File: src/rtl/spi_fifo_pkg.sv
package spi_fifo_pkg;

  // interrupt source positions (also status bits 0..3)
  localparam int IX_TX_DONE  = 0;
  localparam int IX_RX_READY = 1;
  localparam int IX_RX_OVF   = 2;
  localparam int IX_TX_UDR   = 3;
  localparam int NUM_SRC     = 4;
  localparam int STATUS_W    = 15;

  // strobes from control to datapath
  typedef struct packed {
    logic txWr;
    logic txRd;
    logic rxWr;
    logic rxRd;
    logic txClr;
    logic rxClr;
  } fifoStrobes_t;

endpackage

File: src/rtl/spi_fifo_store.sv
module spi_fifo_store #(
  parameter int WIDTH = 32,
  parameter int DEPTH = 32
) (
  input  logic                       clk,
  input  logic                       rstN,
  input  logic                       clr,
  input  logic                       wr,
  input  logic [WIDTH-1:0]           wrData,
  input  logic                       rd,
  output logic [WIDTH-1:0]           rdData,
  output logic [$clog2(DEPTH+1)-1:0] count
);
  localparam int PTR_W = (DEPTH > 1) ? $clog2(DEPTH) : 1;
  localparam int CNT_W = $clog2(DEPTH + 1);
  localparam logic [CNT_W-1:0] FULL_CNT = CNT_W'(DEPTH);
  localparam logic [PTR_W-1:0] LAST_PTR = PTR_W'(DEPTH - 1);

  logic [WIDTH-1:0] mem [DEPTH];
  logic [PTR_W-1:0] wrPtr;
  logic [PTR_W-1:0] rdPtr;

  function automatic logic [PTR_W-1:0] bump(input logic [PTR_W-1:0] p);
    return (p == LAST_PTR) ? '0 : p + 1'b1;
  endfunction

  always_ff @(posedge clk or negedge rstN) begin
    if (!rstN) begin
      wrPtr <= '0;
      rdPtr <= '0;
      count <= '0;
    end else if (clr) begin
      wrPtr <= '0;
      rdPtr <= '0;
      count <= '0;
    end else begin
      if (wr) wrPtr <= bump(wrPtr);
      if (rd) rdPtr <= bump(rdPtr);
      case ({wr, rd})
        2'b10:   count <= count + 1'b1;
        2'b01:   count <= count - 1'b1;
        default: count <= count;
      endcase
    end
  end

  always_ff @(posedge clk) begin
    if (wr && !clr) mem[wrPtr] <= wrData;
  end

  assign rdData = mem[rdPtr];

  // control never writes a full store
  a_r2_no_write_full: assert property (@(posedge clk) disable iff (!rstN)
    wr |-> (count != FULL_CNT));
  // control never reads an empty store
  a_r4_no_read_empty: assert property (@(posedge clk) disable iff (!rstN)
    rd |-> (count != '0));
  // level never exceeds the depth
  a_r1_count_bound: assert property (@(posedge clk) disable iff (!rstN)
    count <= FULL_CNT);

endmodule

File: src/rtl/spi_fifo_dp.sv
module spi_fifo_dp
  import spi_fifo_pkg::*;
#(
  parameter int WIDTH = 32,
  parameter int DEPTH = 32
) (
  input  logic                       clk,
  input  logic                       rstN,
  input  fifoStrobes_t               strb,
  input  logic [WIDTH-1:0]           busWrData,
  input  logic [WIDTH-1:0]           engRxData,
  output logic [WIDTH-1:0]           busRdData,
  output logic [WIDTH-1:0]           engTxData,
  output logic [$clog2(DEPTH+1)-1:0] txCount,
  output logic [$clog2(DEPTH+1)-1:0] rxCount
);
  logic [WIDTH-1:0] txHead;
  logic [WIDTH-1:0] rxHead;

  spi_fifo_store #(.WIDTH(WIDTH), .DEPTH(DEPTH)) txStore (
    .clk    (clk),
    .rstN   (rstN),
    .clr    (strb.txClr),
    .wr     (strb.txWr),
    .wrData (busWrData),
    .rd     (strb.txRd),
    .rdData (txHead),
    .count  (txCount)
  );

  spi_fifo_store #(.WIDTH(WIDTH), .DEPTH(DEPTH)) rxStore (
    .clk    (clk),
    .rstN   (rstN),
    .clr    (strb.rxClr),
    .wr     (strb.rxWr),
    .wrData (engRxData),
    .rd     (strb.rxRd),
    .rdData (rxHead),
    .count  (rxCount)
  );

  // empty queues present zero instead of stale storage
  assign busRdData = (rxCount == '0) ? '0 : rxHead;
  assign engTxData = (txCount == '0) ? '0 : txHead;

endmodule

File: src/rtl/spi_fifo_ctrl.sv
module spi_fifo_ctrl
  import spi_fifo_pkg::*;
#(
  parameter int DEPTH = 32
) (
  input  logic                       clk,
  input  logic                       rstN,
  input  logic                       busWrValid,
  input  logic                       busRdStrobe,
  input  logic                       engPop,
  input  logic                       engPush,
  input  logic                       engFrameStart,
  input  logic                       engSelect,
  input  logic                       engBusy,
  input  logic                       cmdTxReset,
  input  logic                       cmdRxReset,
  input  logic [NUM_SRC-1:0]         intEnable,
  input  logic [NUM_SRC-1:0]         intClear,
  input  logic [$clog2(DEPTH+1)-1:0] txCount,
  input  logic [$clog2(DEPTH+1)-1:0] rxCount,
  output fifoStrobes_t               strb,
  output logic [STATUS_W-1:0]        status,
  output logic [NUM_SRC-1:0]         rawInt,
  output logic [NUM_SRC-1:0]         maskInt,
  output logic                       irq
);
  localparam int CNT_W = $clog2(DEPTH + 1);
  localparam logic [CNT_W-1:0] FULL_CNT = CNT_W'(DEPTH);
  localparam logic [CNT_W-1:0] NEAR_CNT = CNT_W'(DEPTH - 1);
  localparam logic [CNT_W-1:0] ONE_CNT  = CNT_W'(1);

  logic txFull, txEmpty, rxFull, rxEmpty;
  logic [NUM_SRC-1:0] setVec;
  logic [NUM_SRC-1:0] rawReg;

  assign txFull  = (txCount == FULL_CNT);
  assign txEmpty = (txCount == '0);
  assign rxFull  = (rxCount == FULL_CNT);
  assign rxEmpty = (rxCount == '0);

  always_comb begin
    strb.txClr = cmdTxReset;
    strb.rxClr = cmdRxReset;
    strb.txWr  = busWrValid  && !txFull  && !cmdTxReset;
    strb.txRd  = engPop      && !txEmpty && !cmdTxReset;
    strb.rxWr  = engPush     && !rxFull  && !cmdRxReset;
    strb.rxRd  = busRdStrobe && !rxEmpty && !cmdRxReset;
  end

  always_comb begin
    setVec              = '0;
    setVec[IX_TX_DONE]  = strb.txRd;
    setVec[IX_RX_READY] = strb.rxWr;
    setVec[IX_RX_OVF]   = engPush && rxFull  && !cmdRxReset;
    setVec[IX_TX_UDR]   = engPop  && txEmpty && !cmdTxReset;
  end

  // set takes priority over a same-cycle clear
  always_ff @(posedge clk or negedge rstN) begin
    if (!rstN) rawReg <= '0;
    else       rawReg <= (rawReg & ~intClear) | setVec;
  end

  assign rawInt  = rawReg;
  assign maskInt = rawReg & intEnable;
  assign irq     = |maskInt;

  always_comb begin
    status       = '0;
    status[3:0]  = rawReg;
    status[4]    = rxFull;
    status[5]    = (rxCount == NEAR_CNT);
    status[6]    = rxEmpty;
    status[7]    = (rxCount == ONE_CNT);
    status[8]    = txFull;
    status[9]    = (txCount == NEAR_CNT);
    status[10]   = txEmpty;
    status[11]   = (txCount == ONE_CNT);
    status[12]   = engFrameStart;
    status[13]   = engSelect;
    status[14]   = engBusy;
  end

  // full transmit queue keeps its level against a lone bus write
  a_r2_tx_hold_full: assert property (@(posedge clk) disable iff (!rstN)
    (txFull && busWrValid && !engPop && !cmdTxReset) |=> (txCount == FULL_CNT));
  // push into a full receive queue raises overflow
  a_r3_overflow_sets: assert property (@(posedge clk) disable iff (!rstN)
    (engPush && rxFull && !cmdRxReset) |=> rawInt[IX_RX_OVF]);
  // pop from an empty transmit queue raises underrun
  a_r6_underrun_sets: assert property (@(posedge clk) disable iff (!rstN)
    (engPop && txEmpty && !cmdTxReset) |=> rawInt[IX_TX_UDR]);
  // uncleared sources survive
  a_r8_latched: assert property (@(posedge clk) disable iff (!rstN)
    ((rawReg & ~intClear) != '0) |=>
      ((rawReg & $past(rawReg & ~intClear)) == $past(rawReg & ~intClear)));
  // reset commands leave their queue empty
  a_r10_tx_reset_empties: assert property (@(posedge clk) disable iff (!rstN)
    cmdTxReset |=> (txCount == '0));
  a_r10_rx_reset_empties: assert property (@(posedge clk) disable iff (!rstN)
    cmdRxReset |=> (rxCount == '0));

endmodule

File: src/rtl/spi_fifo_pair.sv
module spi_fifo_pair
  import spi_fifo_pkg::*;
#(
  parameter int WIDTH = 32,
  parameter int DEPTH = 32
) (
  input  logic              clk,
  input  logic              rstN,
  input  logic              busWrValid,
  input  logic [WIDTH-1:0]  busWrData,
  input  logic              busRdStrobe,
  output logic [WIDTH-1:0]  busRdData,
  input  logic              engPop,
  output logic [WIDTH-1:0]  engTxData,
  input  logic              engPush,
  input  logic [WIDTH-1:0]  engRxData,
  input  logic              engFrameStart,
  input  logic              engSelect,
  input  logic              engBusy,
  input  logic              cmdTxReset,
  input  logic              cmdRxReset,
  input  logic [3:0]        intEnable,
  input  logic [3:0]        intClear,
  output logic [14:0]       status,
  output logic [3:0]        rawInt,
  output logic [3:0]        maskInt,
  output logic              irq
);
  localparam int CNT_W = $clog2(DEPTH + 1);

  fifoStrobes_t     strb;
  logic [CNT_W-1:0] txCount;
  logic [CNT_W-1:0] rxCount;

  spi_fifo_ctrl #(.DEPTH(DEPTH)) ctrl (
    .clk           (clk),
    .rstN          (rstN),
    .busWrValid    (busWrValid),
    .busRdStrobe   (busRdStrobe),
    .engPop        (engPop),
    .engPush       (engPush),
    .engFrameStart (engFrameStart),
    .engSelect     (engSelect),
    .engBusy       (engBusy),
    .cmdTxReset    (cmdTxReset),
    .cmdRxReset    (cmdRxReset),
    .intEnable     (intEnable),
    .intClear      (intClear),
    .txCount       (txCount),
    .rxCount       (rxCount),
    .strb          (strb),
    .status        (status),
    .rawInt        (rawInt),
    .maskInt       (maskInt),
    .irq           (irq)
  );

  spi_fifo_dp #(.WIDTH(WIDTH), .DEPTH(DEPTH)) dp (
    .clk       (clk),
    .rstN      (rstN),
    .strb      (strb),
    .busWrData (busWrData),
    .engRxData (engRxData),
    .busRdData (busRdData),
    .engTxData (engTxData),
    .txCount   (txCount),
    .rxCount   (rxCount)
  );

endmodule

File: config.mk
export PLATFORM = sky130hd
export DESIGN_NAME = spi_fifo_pair
export DESIGN_NICKNAME = d
export VERILOG_FILES = /design/src/rtl/spi_fifo_pkg.sv /design/src/rtl/spi_fifo_store.sv /design/src/rtl/spi_fifo_dp.sv /design/src/rtl/spi_fifo_ctrl.sv /design/src/rtl/spi_fifo_pair.sv
export SDC_FILE = /design/constraint.sdc
export NUM_CORES = 2
export LEC_CHECK = 0
export BUFFER_PORTS_ARGS = -buffer_cell sky130_fd_sc_hd__buf_4
export CORE_MARGIN = 5
export CORE_UTILIZATION = 62
export CTS_CLUSTER_SIZE = 14
export DETAILED_ROUTE_END_ITERATION = 6
export HOLD_SLACK_MARGIN = 0.08
export PLACE_DENSITY = 0.8
export SETUP_SLACK_MARGIN = 0.15
export SLEW_MARGIN = 10
export SYNTH_ARGS = -nofsm -noshare
export SYNTH_HDL_FRONTEND = slang
export SYNTH_SLANG_ARGS = --single-unit
File: constraint.sdc
create_clock -name clk -period 4.1 [get_ports clk]
set_input_delay 0.82 -clock clk [delete_from_list [all_inputs] [get_ports clk]]
set_output_delay 0.82 -clock clk [all_outputs]
set_load 0.01 [all_outputs]
# Word level (Yosys, flattened, before mapping)
# Memories as Yosys holds them, arrays and structs flattened.
# Index checks and enable logic that the tools add are counted.
dict set report classes {
  addsub 8
  n_mux 22
  n_reduce_logical 29
  bitwise_logic 4
  eq_ne 14
}
# operator count
set op_table {}
lappend op_table {{$mux W32} 2}
lappend op_table {{$mux W5} 12}
lappend op_table {{$pmux W6 S2} 2}
lappend op_table {{$add A5 B1 Y5 const B} 4}
lappend op_table {{$eq A5 B5 Y1 const B} 4}
lappend op_table {{$logic_and A1 B1 Y1} 14}
lappend op_table {{$add A6 B1 Y6 const B} 2}
lappend op_table {{$eq A6 B1 Y1 const B} 2}
lappend op_table {{$eq A6 B5 Y1 const B} 2}
lappend op_table {{$eq A6 B6 Y1 const B} 2}
lappend op_table {{$logic_not A6 Y1} 2}
lappend op_table {{$mux W6} 2}
lappend op_table {{$sub A6 B1 Y6 const B} 2}
lappend op_table {{$and A4 B4 Y4} 2}
lappend op_table {{$reduce_bool A2 Y1} 4}
lappend op_table {{$logic_not A1 Y1} 6}
lappend op_table {{$reduce_bool A3 Y1} 2}
lappend op_table {{$eq A2 B1 Y1 const B} 2}
lappend op_table {{$eq A2 B2 Y1 const B} 2}
lappend op_table {{$mux W1} 4}
lappend op_table {{$not A4 Y4} 1}
lappend op_table {{$or A4 B4 Y4} 1}
lappend op_table {{$reduce_or A4 Y1} 1}
dict set report word_totals {
  ramBits 2048
  out_inout_bits 88
  inputBits 83
  register_bits 36
  elab_cells 86
  n_memories 2
}
# memory words width rd rd_ports_with_merged_regs write_ports line_no
set memory_table {}
lappend memory_table {dp.rxStore.mem 32 32 1 0 1 spi_fifo_store.sv:19} ;# logic [WIDTH-1:0] mem [DEPTH];
lappend memory_table {dp.txStore.mem 32 32 1 0 1 spi_fifo_store.sv:19}

# Depth between registers and ports, before layout
dict set report depth {
  word_depth 7
  mapped_depth 10
  ltp_nobuf 7
}

# Cells and area by module
# From an unflattened synthesis, not the netlist that was laid out.
dict set report hier_totals {
  hier_cells 4277
  area_unflattened_um2 81758.4
}
# mod area_per_inst_um2 seq_area_each_um2 cells_each n_inst
set by_module_without_submodules {}
lappend by_module_without_submodules {{spi_fifo_store (dp.txStore)} 40351.2 31149.9 2073 1}
lappend by_module_without_submodules {{spi_fifo_store (dp.rxStore)} 40347.4 31149.9 2072 1}
lappend by_module_without_submodules {spi_fifo_dp 635.6 0.0 80 1}
lappend by_module_without_submodules {spi_fifo_ctrl 424.2 100.1 52 1}

# Least setup slack after synthesis
# OpenSTA, ideal clock, no wires.
dict set report synth_path {
  kind {input -> register}
  start {input engPush}
  end {memory dp.rxStore.mem[12][0] (enable)}
  t_arrival_ns 3.213
  path_stages 6
  path_slack_ns 0.466
  path_buffers 2
  setup_time_ns 0.421
  t_required_ns 3.679
  cell_sequence {clkbuf_1 -> o21ai_0 -> clkbuf_1 -> nor2_1 -> nand2_1 -> nor2_1}
}
dict set report synth_via {
  elab_chain_cells 5
}
# element line_no
set synth_lines {}
lappend synth_lines {{start: declaration} spi_fifo_pair.sv:15} ;# input logic engPush,
lappend synth_lines {{$logic_and A1 B1 Y1 (2 in series)} spi_fifo_ctrl.sv:46} ;# strb.rxWr = engPush && !rxFull && !cmdRxReset;
lappend synth_lines {{$logic_and A1 B1 Y1} spi_fifo_store.sv:48} ;# if (wr && !clr) mem[wrPtr] <= wrData;
lappend synth_lines {{$mux W1} spi_fifo_store.sv:48}
lappend synth_lines {{$mux W1 (implied by the code)} spi_fifo_store.sv:48}
lappend synth_lines {{end: declaration} spi_fifo_store.sv:19}
# Every way passes these cells.

# Worst setup path after layout
dict set report layout_path {
  start {register dp.rxStore.count[0]}
  end {output busRdData[6]}
}
dict set report layout_via {
  elab_chain_cells 2
}
# element line_no
set layout_lines {}
lappend layout_lines {{start: declaration} spi_fifo_store.sv:12} ;# output logic [$clog2(DEPTH+1)-1:0] count
lappend layout_lines {{start signal: assignment} spi_fifo_store.sv:40} ;# 2'b10: count <= count + 1'b1;
lappend layout_lines {{start signal: assignment} spi_fifo_store.sv:41} ;# 2'b01: count <= count - 1'b1;
lappend layout_lines {{start signal: assignment} spi_fifo_store.sv:42} ;# default: count <= count;
lappend layout_lines {{$logic_not A6 Y1} spi_fifo_dp.sv:43} ;# assign busRdData = (rxCount == '0) ? '0 : rxHead;
lappend layout_lines {{$mux W32} spi_fifo_dp.sv:43}
lappend layout_lines {{end: declaration} spi_fifo_pair.sv:12} ;# output logic [WIDTH-1:0] busRdData,
# Every way passes these cells.

==> results by group <==
Detailed routing
  • Number of remaining DRC errors: 0
  • DR vias: 44300
  • Iter 0 DRT Violations: 6653
  • Final antenna-violating net count: 0
  • Via density per instance: 6.86
  • Detailed Route WL: approximately 210000 um
  • Average wire per standard cell: ~32 um
  • DR pass1 iterations: 6

Cells and area
  • # fillers: approximately 7000
  • Fin area: roughly 94000 um^2
  • Syn-to-layout area delta: 16.1%
  • Final nets: between 4000 and 5000
  • Ratio of cells with drive above 1 in the final layout: a little over a quarter
  • Finished Layout Cells: roughly 6500
  • Final design utilization: approximately 73%

Setup path
  • Crit-path slowest cell: or4b_4
  • Most Frequent Cell on Critical Path: buf_12
  • Worst-path fanout max: 5
  • Crit Path Class: reg2out
  • Critical Path Max Stage Delay: between 0.4 and 0.5 ns
  • Buffers & Inverters on Critical Path: 6
  • Cell Chain, Critical Path: inv_2 > ha_4 > or4b_4 > nor2_4 > buf_6 > nor3b_4 > clkbuf_16 > buf_12 > buf_12 > nand2_4 > nand4_1 > buf_4
  • Crit start category: flop
  • Critical Path RT: ~3.3 ns
  • CP top delay family: buffers and inverters
  • Worst setup EP type: output pin
  • CP Data Arrival Time: 3.26 ns

Placed design
  • Count of port buffers added during placement: 164
  • Area post-placement: approximately 86000 um^2
  • Routability congestion estimate: just over 0.8
  • Dpl cells: 6000
  • Dpl hpwl: between 100000 and 150000 um
  • Setup WS pre-CTS: about 0.43 ns

STA
  • Slew @ Worst Pin: ~1.2 ns
  • Final number of max-transition violations: 0
  • RSZ-0062 raised after global routing: true
  • Max Clk Rate: 245 MHz
  • Clock Skews: 0.0387 ns
  • Setup TNS: 0 ns
  • # setup viols final: 0
  • Tmin final: about 4.1 ns
  • Worst setup margin: 0.0224 ns
  • Slew margin rel.: between 10% and 20%
  • Fin crit share: between 90% and 100%
  • Final hold viol count: 0

Synth
  • Synthesized area per cell: between 15 and 20 um^2
  • Most used DFF post-synth: edfxtp_1
  • Syn Std Cell Area: 81100 um^2
  • Post-synth top cells: edfxtp_1, mux2i_1, a22oi_1, mux4_2, clkbuf_1
  • Yosys warns: 0
  • Number of synthesized flops with an enable pin: between 2000 and 2500
  • Yosys top cell by area: edfxtp_1
  • Top-area cell type share of the netlist area: roughly 76%
  • Sequential share of the synthesized area: between 70% and 80%
  • Most common cell in the netlist: edfxtp_1
  • Async SR Flop Fraction: roughly 1.7%
  • Yosys cell types: 49
  • Post-synthesis register bit count: 2084
  • Largest cells by area after synthesis: edfxtp_1, mux4_2, mux2i_1
  • Post-Syn Nets: 4240
  • Mapped Cells: a little over 4000

Global routing
  • Vias in the first global route: around 44000
  • First-pass GRT wire length: 299000 um
  • GR Util All Layers: between 30% and 40%
  • Largest net degree at the start of global routing: 48
  • Global route overflow: 0
  • Initial antenna violation count: 11

Pwr
  • Pwr dens: ~580 nW/um^2
  • P_leak: 0.0292 uW
  • IR drop worst, VDD: between 0.4 and 0.5 mV

Run status
  • Outcome: completed

CTS
  • CTS sink count: between 2000 and 2500
  • Root Driver: clkbuf_16
  • H-Tree Level Count: 4
  • Num CTS Buffers: 196
  • Clock transition at path regs: around 0.06 ns
  • Clock latency on the worst-skew pair: ~0.84 ns
  • Maximum clock path buffer count: 3
  • TritonCTS clock tree: built

Die
  • Die W: approximately 370 um
  • Die Ht: 372 um
  • FP Rows: between 100 and 150
  • Starting Density: 62.5%
  • Core ar.: between 100000 and 150000 um^2
  • DIE AREA: ~140000 um^2
  • # IOs: ~170

Flow run
  • Max-cap violations: 0

Hold path
  • Worst hold path type: in2reg
[flip-flops by register name, summed over array words and instances (netlist names)]
name / flops
ctrl.rawInt: 4
dp.rxStore.count: 6
dp.rxStore.mem: 1024
dp.rxStore.rdPtr: 5
dp.rxStore.wrPtr: 5
dp.txStore.count: 6
dp.txStore.mem: 1024
dp.txStore.rdPtr: 5
dp.txStore.wrPtr: 5
[area by class of cell]
cell class,count,area [um^2],area share [%]
repair buffers,456,4770,5.06
diodes,7,17.5,0.0186
well taps,1742,2180,2.31
clock inverters,115,1150,1.22
multi-input cells,1793,18400,19.6
clock buffers,248,5160,5.48
flip-flops and latches,2084,62400,66.3
inverters,18,71.3,0.0757
[per-layer routing]
layer / GRT usage [%] / routed length (um)
met5: 0 / 51
met4: 10.4 / 7030
met3: 7.51 / 28100
met2: 45.9 / 98000
met1: 43.8 / 76300
[through the flow]
step | power [uW] | hold WS [ns]
final | 54300 | 0.180
after global routing | 55900 | 0.159
after CTS | 53600 | 0.130
after detailed placement | 35000 | 0.581
after global placement | 34800 | 0.561
after floorplan | 30800 | 0.505
[repair_timing]
item / CTS / global route
cloned: 9 / 7
setup buffers: 44 / 32
resized for setup: 74 / 50
endpoints found under the hold margin: 36 / 0
hold buffers: 1 / 0
pin swaps: 24 / 18
endpoints found under the setup margin: 64 / 57
[power breakdown]
part	internal, uW	switching, uW
logic	5850	6690
clock network	10100	7840
registers	23600	185
[cell families after synthesis]
logic type | synth area share (%)
AOI/OAI and AO/OA | 2.79
xor gates and xnor gates | 0.0756
adders and majority gates | 0.321
buffers and inverters | 1.33
DFF | 76.9
muxes | 15.3
and+or+nand+nor | 3.25
[worst paths after layout]
path | startpoint | end | slack (ns) | depth (start not counted)
min in group asynchronous | rstN | ctrl.rawInt[1]$_DFF_PN0_ | 0.50 | 2
max in group asynchronous | rstN | dp.txStore.rdPtr[1]$_DFFE_PN0P_ | 3.18 | 2
hold reg to reg | ctrl.rawInt[1]$_DFF_PN0_ | ctrl.rawInt[1]$_DFF_PN0_ | 0.59 | 2
hold / removal | intClear[2] | ctrl.rawInt[2]$_DFF_PN0_ | 0.18 | 2
setup reg to reg | dp.rxStore.count[0]$_DFFE_PN0P_ | dp.rxStore.mem[12][13]$_DFFE_PP_ | 0.62 | 10
setup / recovery | dp.rxStore.count[0]$_DFFE_PN0P_ | busRdData[6] | 0.02 | 12
[cells in the final DEF, fill, tap and decap left out, drive strengths merged, types with 71 or more instances in the layout]
master and instances:
clkbuf 257, mux4 256, nand2 154, mux2i 519, nand3 141, edfxtp 2048, a22oi 256, nand4 71
clkinv 89, mux2 129, nor2 97, buf 444
Note: power is estimated with default switching activity, not from simulation.
